## config.mk

```make
export PLATFORM = sky130hd
export DESIGN_NAME = trap_wavegen
export DESIGN_NICKNAME = d
export VERILOG_FILES = /design/src/rtl/trap_pkg.sv /design/src/rtl/trap_dwell.sv /design/src/rtl/trap_ctrl.sv /design/src/rtl/trap_datapath.sv /design/src/rtl/trap_wavegen.sv
export SDC_FILE = /design/constraint.sdc
export NUM_CORES = 1
export LEC_CHECK = 0
export BUFFER_PORTS_ARGS = -buffer_cell sky130_fd_sc_hd__buf_2
export CAP_MARGIN = 40
export CORE_ASPECT_RATIO = 1.5
export CORE_MARGIN = 5
export CORE_UTILIZATION = 45
export DETAILED_ROUTE_END_ITERATION = 6
export HOLD_SLACK_MARGIN = 0.12
export PLACE_DENSITY_LB_ADDON = 0.08
export SLEW_MARGIN = 20
export SYNTH_ARGS = -nofsm -noshare
export SYNTH_HDL_FRONTEND = slang
export SYNTH_SLANG_ARGS = --single-unit
```

## constraint.sdc

```tcl
create_clock -name clk -period 10.5 [get_ports clk]
set_input_delay 0.525 -clock clk [delete_from_list [all_inputs] [get_ports clk]]
set_output_delay 0.525 -clock clk [all_outputs]
set_load 0.005 [all_outputs]
```

## src/rtl/trap_pkg.sv

```systemverilog
package trap_pkg;

  typedef enum logic [2:0] {
    PH_IDLE    = 3'd0,
    PH_HOLD_A  = 3'd1,
    PH_RISE    = 3'd2,
    PH_FALL    = 3'd3,
    PH_HOLD_B  = 3'd4,
    PH_RECOVER = 3'd5
  } phase_e;

  typedef enum logic [2:0] {
    LC_KEEP = 3'd0,
    LC_LOAD = 3'd1,
    LC_INC  = 3'd2,
    LC_DEC  = 3'd3,
    LC_SETB = 3'd4
  } lvl_cmd_e;

endpackage

```

## src/rtl/trap_dwell.sv

```systemverilog
module trap_dwell #(
  parameter int W = 8
) (
  input  logic         clk,
  input  logic         rst,
  input  logic         clr,
  input  logic         inc,
  input  logic [W-1:0] limit,
  output logic         expired
);
  logic [W-1:0] cnt_q;
  logic [W-1:0] last;

  // a zero limit is one cycle, like a limit of 1
  assign last    = (limit == '0) ? '0 : limit - 1'b1;
  assign expired = (cnt_q == last);

  always_ff @(posedge clk) begin
    if (rst || clr) cnt_q <= '0;
    else if (inc)   cnt_q <= cnt_q + 1'b1;
  end

  a_r12_cnt_bound: assert property (@(posedge clk) disable iff (rst)
    inc |-> (cnt_q < last));
endmodule

```

## src/rtl/trap_ctrl.sv

```systemverilog
module trap_ctrl
  import trap_pkg::*;
(
  input  logic     clk,
  input  logic     rst,
  input  logic     run,
  input  logic     expired,
  input  logic     at_peak,
  input  logic     at_floor,
  input  logic     rise_ok,
  input  logic     fall_from_a,
  input  logic     fall_from_c,
  output phase_e   st,
  output lvl_cmd_e cmd,
  output logic     cnt_clr,
  output logic     cnt_inc,
  output logic     done
);
  phase_e nxt;

  always_comb begin
    nxt     = st;
    cmd     = LC_KEEP;
    cnt_clr = 1'b0;
    cnt_inc = 1'b0;
    unique case (st)
      PH_IDLE: if (run) begin
        nxt = PH_HOLD_A; cmd = LC_LOAD; cnt_clr = 1'b1;
      end
      PH_HOLD_A: begin
        if (expired) begin
          cnt_clr = 1'b1;
          if (rise_ok)          begin nxt = PH_RISE;   cmd = LC_INC;  end
          else if (fall_from_a) begin nxt = PH_FALL;   cmd = LC_DEC;  end
          else                  begin nxt = PH_HOLD_B; cmd = LC_SETB; end
        end else cnt_inc = 1'b1;
      end
      PH_RISE: begin
        if (at_peak) begin
          cnt_clr = 1'b1;
          if (fall_from_c) begin nxt = PH_FALL;   cmd = LC_DEC;  end
          else             begin nxt = PH_HOLD_B; cmd = LC_SETB; end
        end else cmd = LC_INC;
      end
      PH_FALL: begin
        if (at_floor) begin nxt = PH_HOLD_B; cnt_clr = 1'b1; end
        else cmd = LC_DEC;
      end
      PH_HOLD_B: begin
        if (expired) begin nxt = PH_RECOVER; cnt_clr = 1'b1; end
        else cnt_inc = 1'b1;
      end
      PH_RECOVER: nxt = PH_IDLE;
      default:    nxt = PH_IDLE;
    endcase
  end

  always_ff @(posedge clk) begin
    if (rst) begin
      st   <= PH_IDLE;
      done <= 1'b0;
    end else begin
      st   <= nxt;
      done <= (st == PH_RECOVER);
    end
  end

  a_r1_reset_idle: assert property (@(posedge clk)
    rst |=> (st == PH_IDLE && !done));
  a_r10_done_single: assert property (@(posedge clk) disable iff (rst)
    done |=> !done);
  a_r9_recover_one: assert property (@(posedge clk) disable iff (rst)
    (st == PH_RECOVER) |=> (st == PH_IDLE && done));
  a_r2_idle_wait: assert property (@(posedge clk) disable iff (rst)
    (st == PH_IDLE && !run) |=> (st == PH_IDLE));
endmodule

```

## src/rtl/trap_datapath.sv

```systemverilog
module trap_datapath
  import trap_pkg::*;
#(
  parameter int W = 8
) (
  input  logic         clk,
  input  logic         rst,
  input  phase_e       st,
  input  lvl_cmd_e     cmd,
  input  logic [W-1:0] in_a,
  input  logic [W-1:0] in_b,
  input  logic [W-1:0] in_c,
  input  logic [W-1:0] in_t1,
  input  logic [W-1:0] in_t2,
  output logic [W-1:0] level_q,
  output logic [W-1:0] dwell_lim,
  output logic         at_peak,
  output logic         at_floor,
  output logic         rise_ok,
  output logic         fall_from_a,
  output logic         fall_from_c
);
  logic [W-1:0] a_q, b_q, c_q, t1_q, t2_q;

  always_ff @(posedge clk) begin
    if (rst) begin
      a_q <= '0; b_q <= '0; c_q <= '0; t1_q <= '0; t2_q <= '0;
    end else if (cmd == LC_LOAD) begin
      a_q <= in_a; b_q <= in_b; c_q <= in_c; t1_q <= in_t1; t2_q <= in_t2;
    end
  end

  always_ff @(posedge clk) begin
    if (rst) level_q <= '0;
    else begin
      unique case (cmd)
        LC_LOAD: level_q <= in_a;
        LC_INC:  level_q <= level_q + 1'b1;
        LC_DEC:  level_q <= level_q - 1'b1;
        LC_SETB: level_q <= b_q;
        default: level_q <= level_q;
      endcase
    end
  end

  assign dwell_lim   = (st == PH_HOLD_B) ? t2_q : t1_q;
  assign at_peak     = (level_q == c_q);
  assign at_floor    = (level_q == b_q);
  assign rise_ok     = (c_q > a_q);
  assign fall_from_a = (b_q < a_q);
  assign fall_from_c = (b_q < c_q);

  a_r4_hold_a_level: assert property (@(posedge clk) disable iff (rst)
    (st == PH_HOLD_A) |-> (level_q == a_q));
  a_r5_rise_step: assert property (@(posedge clk) disable iff (rst)
    (st == PH_RISE && $past(st) == PH_RISE) |-> (level_q == W'($past(level_q) + 1'b1)));
  a_r6_fall_step: assert property (@(posedge clk) disable iff (rst)
    (st == PH_FALL && $past(st) == PH_FALL) |-> (level_q == W'($past(level_q) - 1'b1)));
  a_r13_rise_bounded: assert property (@(posedge clk) disable iff (rst)
    (st == PH_RISE) |-> (level_q > a_q && level_q <= c_q));
  a_r13_fall_bounded: assert property (@(posedge clk) disable iff (rst)
    (st == PH_FALL) |-> (level_q >= b_q));
  a_r9_hold_b_level: assert property (@(posedge clk) disable iff (rst)
    (st == PH_HOLD_B) |-> (level_q == b_q));
endmodule

```

## src/rtl/trap_wavegen.sv

```systemverilog
module trap_wavegen
  import trap_pkg::*;
#(
  parameter int W = 8
) (
  input  logic         clk,
  input  logic         rst,
  input  logic         run,
  input  logic [W-1:0] lvl_start,
  input  logic [W-1:0] lvl_end,
  input  logic [W-1:0] lvl_peak,
  input  logic [W-1:0] dwell_first,
  input  logic [W-1:0] dwell_last,
  output logic [W-1:0] wave_out,
  output logic         done,
  output logic [2:0]   phase
);
  phase_e       st;
  lvl_cmd_e     cmd;
  logic         cnt_clr, cnt_inc, expired;
  logic         at_peak, at_floor, rise_ok, fall_from_a, fall_from_c;
  logic [W-1:0] dwell_lim;

  trap_ctrl u_ctrl (
    .clk, .rst, .run, .expired, .at_peak, .at_floor, .rise_ok,
    .fall_from_a, .fall_from_c, .st, .cmd, .cnt_clr, .cnt_inc, .done
  );

  trap_datapath #(.W(W)) u_dp (
    .clk, .rst, .st, .cmd,
    .in_a(lvl_start), .in_b(lvl_end), .in_c(lvl_peak),
    .in_t1(dwell_first), .in_t2(dwell_last),
    .level_q(wave_out), .dwell_lim, .at_peak, .at_floor,
    .rise_ok, .fall_from_a, .fall_from_c
  );

  trap_dwell #(.W(W)) u_dwell (
    .clk, .rst, .clr(cnt_clr), .inc(cnt_inc), .limit(dwell_lim), .expired
  );

  assign phase = st;
endmodule

```

==> results.yml, run 1 <==
run_status:
  status: "finished, final reports clean"
logic_synthesis:
  synth_top_area_cell: "dfxtp_1"
  synth_flop_cell: "dfxtp_1"
  synth.cell_area_um2: 4200
  netlist_instances: 554
  synth_seq_cells: 60
  synth_area_leaders: "dfxtp_1 29%, nand2_1 9.6%, ha_1 9.2%"
  syn-num-nets: 629
  synth_common_cells: "107 x nand2_1, 62 x a21oi_1, 60 x dfxtp_1"
  yosysWarnings: 0
  syn_area_per_cell_um2: 7.57
  yosysUniqueCellTypes: 65
  async_flop_share_pct: 0
  synth_edf_count: 0
  yosysSeqAreaShare_pct: 28.6
  synth.most_common_cell: "nand2_1"
  yosys.area.top_type_share_pct: 28.6
route:
  viasPerCell: 5.65
  drt-total-wl_um: 12000
  wl_per_cell_um: 16.9
  drt_first_pass_iters: 4
  drc: 0
  vias: 4022
  ant_nets: 0
  drtIter0Drc: 177
cts:
  cts_resized: 0
  h-tree-depth: 3
  cts_buffer_depth: 2
  clk_latency_ps: 340
  cts_tree: "yes"
  holdBufCountCts: 0
  post_cts_buffers: 0
  cts_made_buffers: 9
  cts_sinks: 60
  cts-root-buf: "clkbuf_16"
  clkTransAtPathRegs_ps: 60
critical_path:
  cp-end-kind: "register"
  timing.critical_path.mode_cell: "mux2i_1"
  timing.rr.end: "u_dp.level_q[7]$_SDFFE_PP0P_"
  r2r_cells: 24
  cp_max_fo: 11
  required_ps: 10750
  crit_buf_inv: 3
  setup.worst_path.start_class: "register"
  r2r_start: "u_ctrl.st[2]$_SDFFE_PP0P_"
  critical_path_class: "reg2reg"
  reg2reg_slack_ps: 4160
  cp_slowest_cell: "dfxtp_1"
  worstPathArrival_ps: 6590
  critPathTopFamily: "compound AO/OA/AOI/OAI gates"
  crit_chain: "nor3b_2 -> buf_4 -> mux2i_1 -> ha_1 -> nor3b_1 -> xnor2_1 -> mux2i_1 -> a2111oi_2 -> a31o_1 -> o211ai_2 -> buf_6 -> o21bai_2 -> nand2_1 -> inv_1 -> ha_1 -> a21oi_1 -> o2111ai_1 -> a21o_1 -> a21oi_1 -> xnor2_1 -> mux2i_1 -> o41a_1 -> a211o_1 -> o311ai_2"
  max_stage_delay_ps: 500
sta:
  fin_setup_tns_ps: 0
  max_freq_mhz: 158
  fin_crit_sh_pct: 60.4
  maxSlewHeadroom_pct: 56.2
  finalHoldViolCount: 0
  whs_ps: 421
  drv_slew: 0
  fin_crit_ps: 6340
  skew_ps: 6.00
  grt_setup_unrepaired: "false"
  tightestPinTransition_ps: 651
  finalSetupViolations: 0
hold_path:
  holdPathStages: 3
  worstHoldStart: "dwell_first[7]"
  hold_path_class: "in2reg"
  min_delay_worst_endpoint: "u_dp.t1_q[7]$_SDFFE_PP0N_"
placed_design:
  port_buffers: 54
  gp_congestion: 0.868
  dp_hpwl_um: 9240
floorplan:
  core_area_um2: 9200
  die_area_um2: 11400
  initial_utilization_pct: 45.6
  pin_count: 55
  fp-row-count: 43
  fp.dieH_um: 128
  die_w_um: 88.9
power:
  power_density_nw_per_um2: 184
  peakVddDrop_v: 0.000106
  power_leakage_uw: 0.00196
layout:
  num-nets-final: 670
  syn_to_final_growth_pct: 15.3
  diodes: 0
  drive_above_1_share_pct: 15.3
global_route:
  grt_overflow: 0
  grt_use_total_pct: 22.3
  grt_max_degree: 47
  antenna_found_initial: 0
  grt_pass1_vias: 4087
  grt_pass1_wl_um: 19600
flow_run:
  max-cap-violations: 0
## state kept, by name, indices dropped and copies added (netlist names)
| name | cells |
|---|---|
| u_ctrl.st | 3 |
| u_dp.c_q | 8 |
| u_dp.t1_q | 8 |
| u_dp.a_q | 8 |
| u_dp.t2_q | 8 |
| u_dwell.cnt_q | 8 |
| u_dp.level_q | 8 |
| u_dp.b_q | 8 |
| u_ctrl.done | 1 |
## layout make-up
| type | count | area (um^2) |
|---|---|---|
| fillers | 924 | 4360 |
| multi-input cells | 437 | 2770 |
| flip-flops and latches | 60 | 1200 |
| repair buffers | 59 | 324 |
| clock buffers | 9 | 225 |
| well taps | 112 | 140 |
| inverters | 28 | 105 |
| clock inverters | 7 | 76.3 |
## logic make-up after synthesis
logic type,synth area share [%]
adder cells (fa/ha/maj),9.72
AO/OA/AOI/OAI,22.7
XOR/XNOR,6.47
AND/OR/NAND/NOR,25.4
buffers and inverters,5.46
flip-flops,28.6
multiplexers,1.67
## layout by cell type (no fill, tap or decap), drive strengths merged, types with 6 or more instances in the layout
master	instances
nand2	107
a21oi	62
dfxtp	60
buf	59
nor2	42
ha	31
inv	29
o21ai	26
xnor2	16
nand3	15
xor2	15
clkbuf	9
o31ai	9
or4	8
mux2i	7
a311oi	7
nor4	7
nor2b	6
nand4	6
## worst max path at each step
| stage | depth (start not counted) | startpoint | to |
|---|---|---|---|
| CTS | 24 | u_ctrl.st[2]$_SDFFE_PP0P_ | u_dp.level_q[7]$_SDFFE_PP0P_ |
| global placement | 22 | u_ctrl.st[2]$_SDFFE_PP0P_ | u_dp.level_q[7]$_SDFFE_PP0P_ |
| finish | 24 | u_ctrl.st[2]$_SDFFE_PP0P_ | u_dp.level_q[7]$_SDFFE_PP0P_ |
| detailed placement | 24 | u_ctrl.st[2]$_SDFFE_PP0P_ | u_dp.level_q[7]$_SDFFE_PP0P_ |
| floorplan | 25 | u_ctrl.st[2]$_SDFFE_PP0P_ | u_dp.level_q[7]$_SDFFE_PP0P_ |
| global route | 24 | u_ctrl.st[2]$_SDFFE_PP0P_ | u_dp.level_q[7]$_SDFFE_PP0P_ |
## worst reg2reg max path: cells and delay by family, from the launching register on
kind	cells	cell delay, ps
DFF	1	500
xor gates and xnor gates	2	350
AOI/OAI and AO/OA	11	2620
buffers and inverters	3	710
muxes	3	660
and+or+nand+nor	3	820
adders and majority gates	2	590
## report_power, final
group | internal (uW) | switching (uW)
combinational | 121 | 175
sequential | 252 | 40.7
clock | 185 | 116
total | 557 | 332
## layer usage
layer	share of wire, %	global-route usage, %
met4	2.4	8.63
met5	0	0
met1	38	23.0
met3	2.4	3.34
met2	57	43.2
## through the flow
| step | cells | total power (uW) | util (%) | instance area, um^2 | setup WS (ps) |
|---|---|---|---|---|---|
| after floorplan | 554 | 511 | - | 4200 | 4990 |
| after global placement | 693 | 582 | 48.9 | 4500 | 4120 |
| after detailed placement | 696 | 593 | 49.3 | 4540 | 4230 |
| after CTS | 712 | 897 | 52.6 | 4840 | 4190 |
| after global routing | 712 | 946 | 52.6 | 4840 | 3620 |
| final | 712 | 889 | 52.6 | 4840 | 4160 |
(Power assumes the default switching activity.)
==> run 2: changes to the inputs <==
Clock period 10.5 ns to 6.3 ns, I/O delays scaled along.
==> run 2 against run 1 <==
Against the previous run: die area unchanged; wire length down 0.90%; first-iteration DRC count down 2.3%; critical path depth down 2; utilization up 0.34 points; clock power up 79%; register-to-register slack worse by 3600 ps; hold slack worse by 210 ps; combinational power up 66%; cell area up 0.65%; count of clock-buffer cells in the layout unchanged; largest power group unchanged.
==> results.yml, run 2 (same netlist as run 1, synthesis figures left out) <==
power:
  power_density_nw_per_um2: 312
  power_leakage_uw: 0.00199
  peakVddDrop_v: 0.000182
cts:
  cts_sinks: 60
  clk_latency_ps: 340
  clkTransAtPathRegs_ps: 60
  cts_tree: "yes"
  h-tree-depth: 3
  holdBufCountCts: 0
  cts_made_buffers: 9
  cts_buffer_depth: 2
  post_cts_buffers: 0
  cts-root-buf: "clkbuf_16"
sta:
  fin_crit_sh_pct: 91.1
  skew_ps: 8.68
  finalHoldViolCount: 0
  grt_setup_unrepaired: "false"
  whs_ps: 214
  finalSetupViolations: 0
  fin_crit_ps: 5740
  tightestPinTransition_ps: 689
  worst_slack_ps: 562
  max_freq_mhz: 174
  maxSlewHeadroom_pct: 53.6
  fin_setup_tns_ps: 0
  drv_slew: 0
global_route:
  grt_max_degree: 47
  grt_use_total_pct: 22.1
  antenna_found_initial: 0
  grt-busiest-layer: "met2"
  grtUsageMet1_pct: 22.3
  grt_use_met2_pct: 41.7
  grt_pass1_vias: 4097
  grt_util_met3_pct: 4.31
  grt_overflow: 0
  grt_pass1_wl_um: 19500
route:
  vias: 4053
  drt_first_pass_iters: 4
  drtIter0Drc: 173
  drt-total-wl_um: 11900
  ant_nets: 0
  wl_per_cell_um: 16.7
  viasPerCell: 5.69
  drc: 0
layout:
  num-nets-final: 670
  drive_above_1_share_pct: 15.5
  diodes: 0
  final_cell_mix: "107 x nand2_1, 62 x a21oi_1, 60 x dfxtp_1"
  final_cells: 712
  syn_to_final_growth_pct: 16.0
  design_area_um2: 4870
  final_common_cell: "nand2_1"
critical_path:
  cp-end-kind: "register"
  setup.worst_path.start_class: "register"
  worstPathArrival_ps: 5980
  critical_path_class: "reg2reg"
  cp_max_fo: 11
  required_ps: 6540
floorplan:
  die_area_um2: 11400
  initial_utilization_pct: 45.6
  pin_count: 55
  fp-row-count: 43
  core_area_um2: 9200
  die_w_um: 88.9
  fp.dieH_um: 128
placed_design:
  dpl_cell_area_um2: 4540
  gp_congestion: 0.884
  place_inst: 696
  port_buffers: 54
  dp_hpwl_um: 9190
  pre_cts_slack_ps: 587
hold_path:
  hold_path_class: "in2reg"
run_status:
  status: "finished, final reports clean"
flow_run:
  max-cap-violations: 0
-- run 2: changes by cell type in the layout (fill, tap and decap cells not counted), sizes merged --
cell,before,now
clkinvlp,2,0
bufinv,1,2
clkinv,3,4
-- run 2: worst max-delay path: stages (launching register included) --
cell and delay (ps):
dfxtp_1 490, nor3b_2 430, mux2i_2 390, ha_1 290
nor3b_1 250, xnor2_1 150, mux2i_1 130, a2111oi_2 370
a31o_1 210, o211ai_2 150, o21bai_2 350, nand2_1 190
inv_1 200, ha_1 260, a21oi_1 190, o2111ai_1 200
a21o_1 220, a21oi_1 180, xnor2_1 200, mux2i_1 120
o41a_1 320, a211o_1 280, o311ai_2 80
-- run 2: stage by stage --
stage | util (%) | total power [uW]
CTS | 52.9 | 1530
global placement | 49.1 | 975
finish | 52.9 | 1520
global route | 52.9 | 1610
detailed placement | 49.4 | 985
floorplan | - | 852
-- run 2: layout make-up --
cell class | instances | area [um^2]
clock inverters | 7 | 100
multi-input cells | 437 | 2770
flip-flops and latches | 60 | 1200
well taps | 112 | 140
repair buffers | 59 | 328
clock buffers | 9 | 225
fillers | 932 | 4330
inverters | 28 | 105
-- run 2: final timing paths --
check	from	to	slack, ps	cells past startpoint
worst max-delay path	u_ctrl.st[2]$_SDFFE_PP0P_	u_dp.level_q[7]$_SDFFE_PP0P_	560	22
worst min-delay path	dwell_last[1]	u_dp.t2_q[1]$_SDFFE_PP0N_	210	3
worst max register to register	u_ctrl.st[2]$_SDFFE_PP0P_	u_dp.level_q[7]$_SDFFE_PP0P_	560	22
worst min register to register	u_dp.a_q[2]$_SDFFE_PP0N_	u_dp.a_q[2]$_SDFFE_PP0N_	460	2
-- run 2: layer usage --
layer	vias to the layer above	part of all wire, %
met4	0	4.5
li1	2046	-
met1	1881	38
met3	39	3.6
met2	87	54
met5	-	0
-- run 2: repair_timing --
item                       in CTS  in global routing
hold endpoints to repair        0                  0
resized for setup               0                  1
setup endpoints to repair       0                  1
-- run 2: power by group --
group	leakage [uW]	switching (uW)	internal, uW
logic	0.00133	290	201
registers	0.000492	68.4	420
clock network	0.000160	190	349
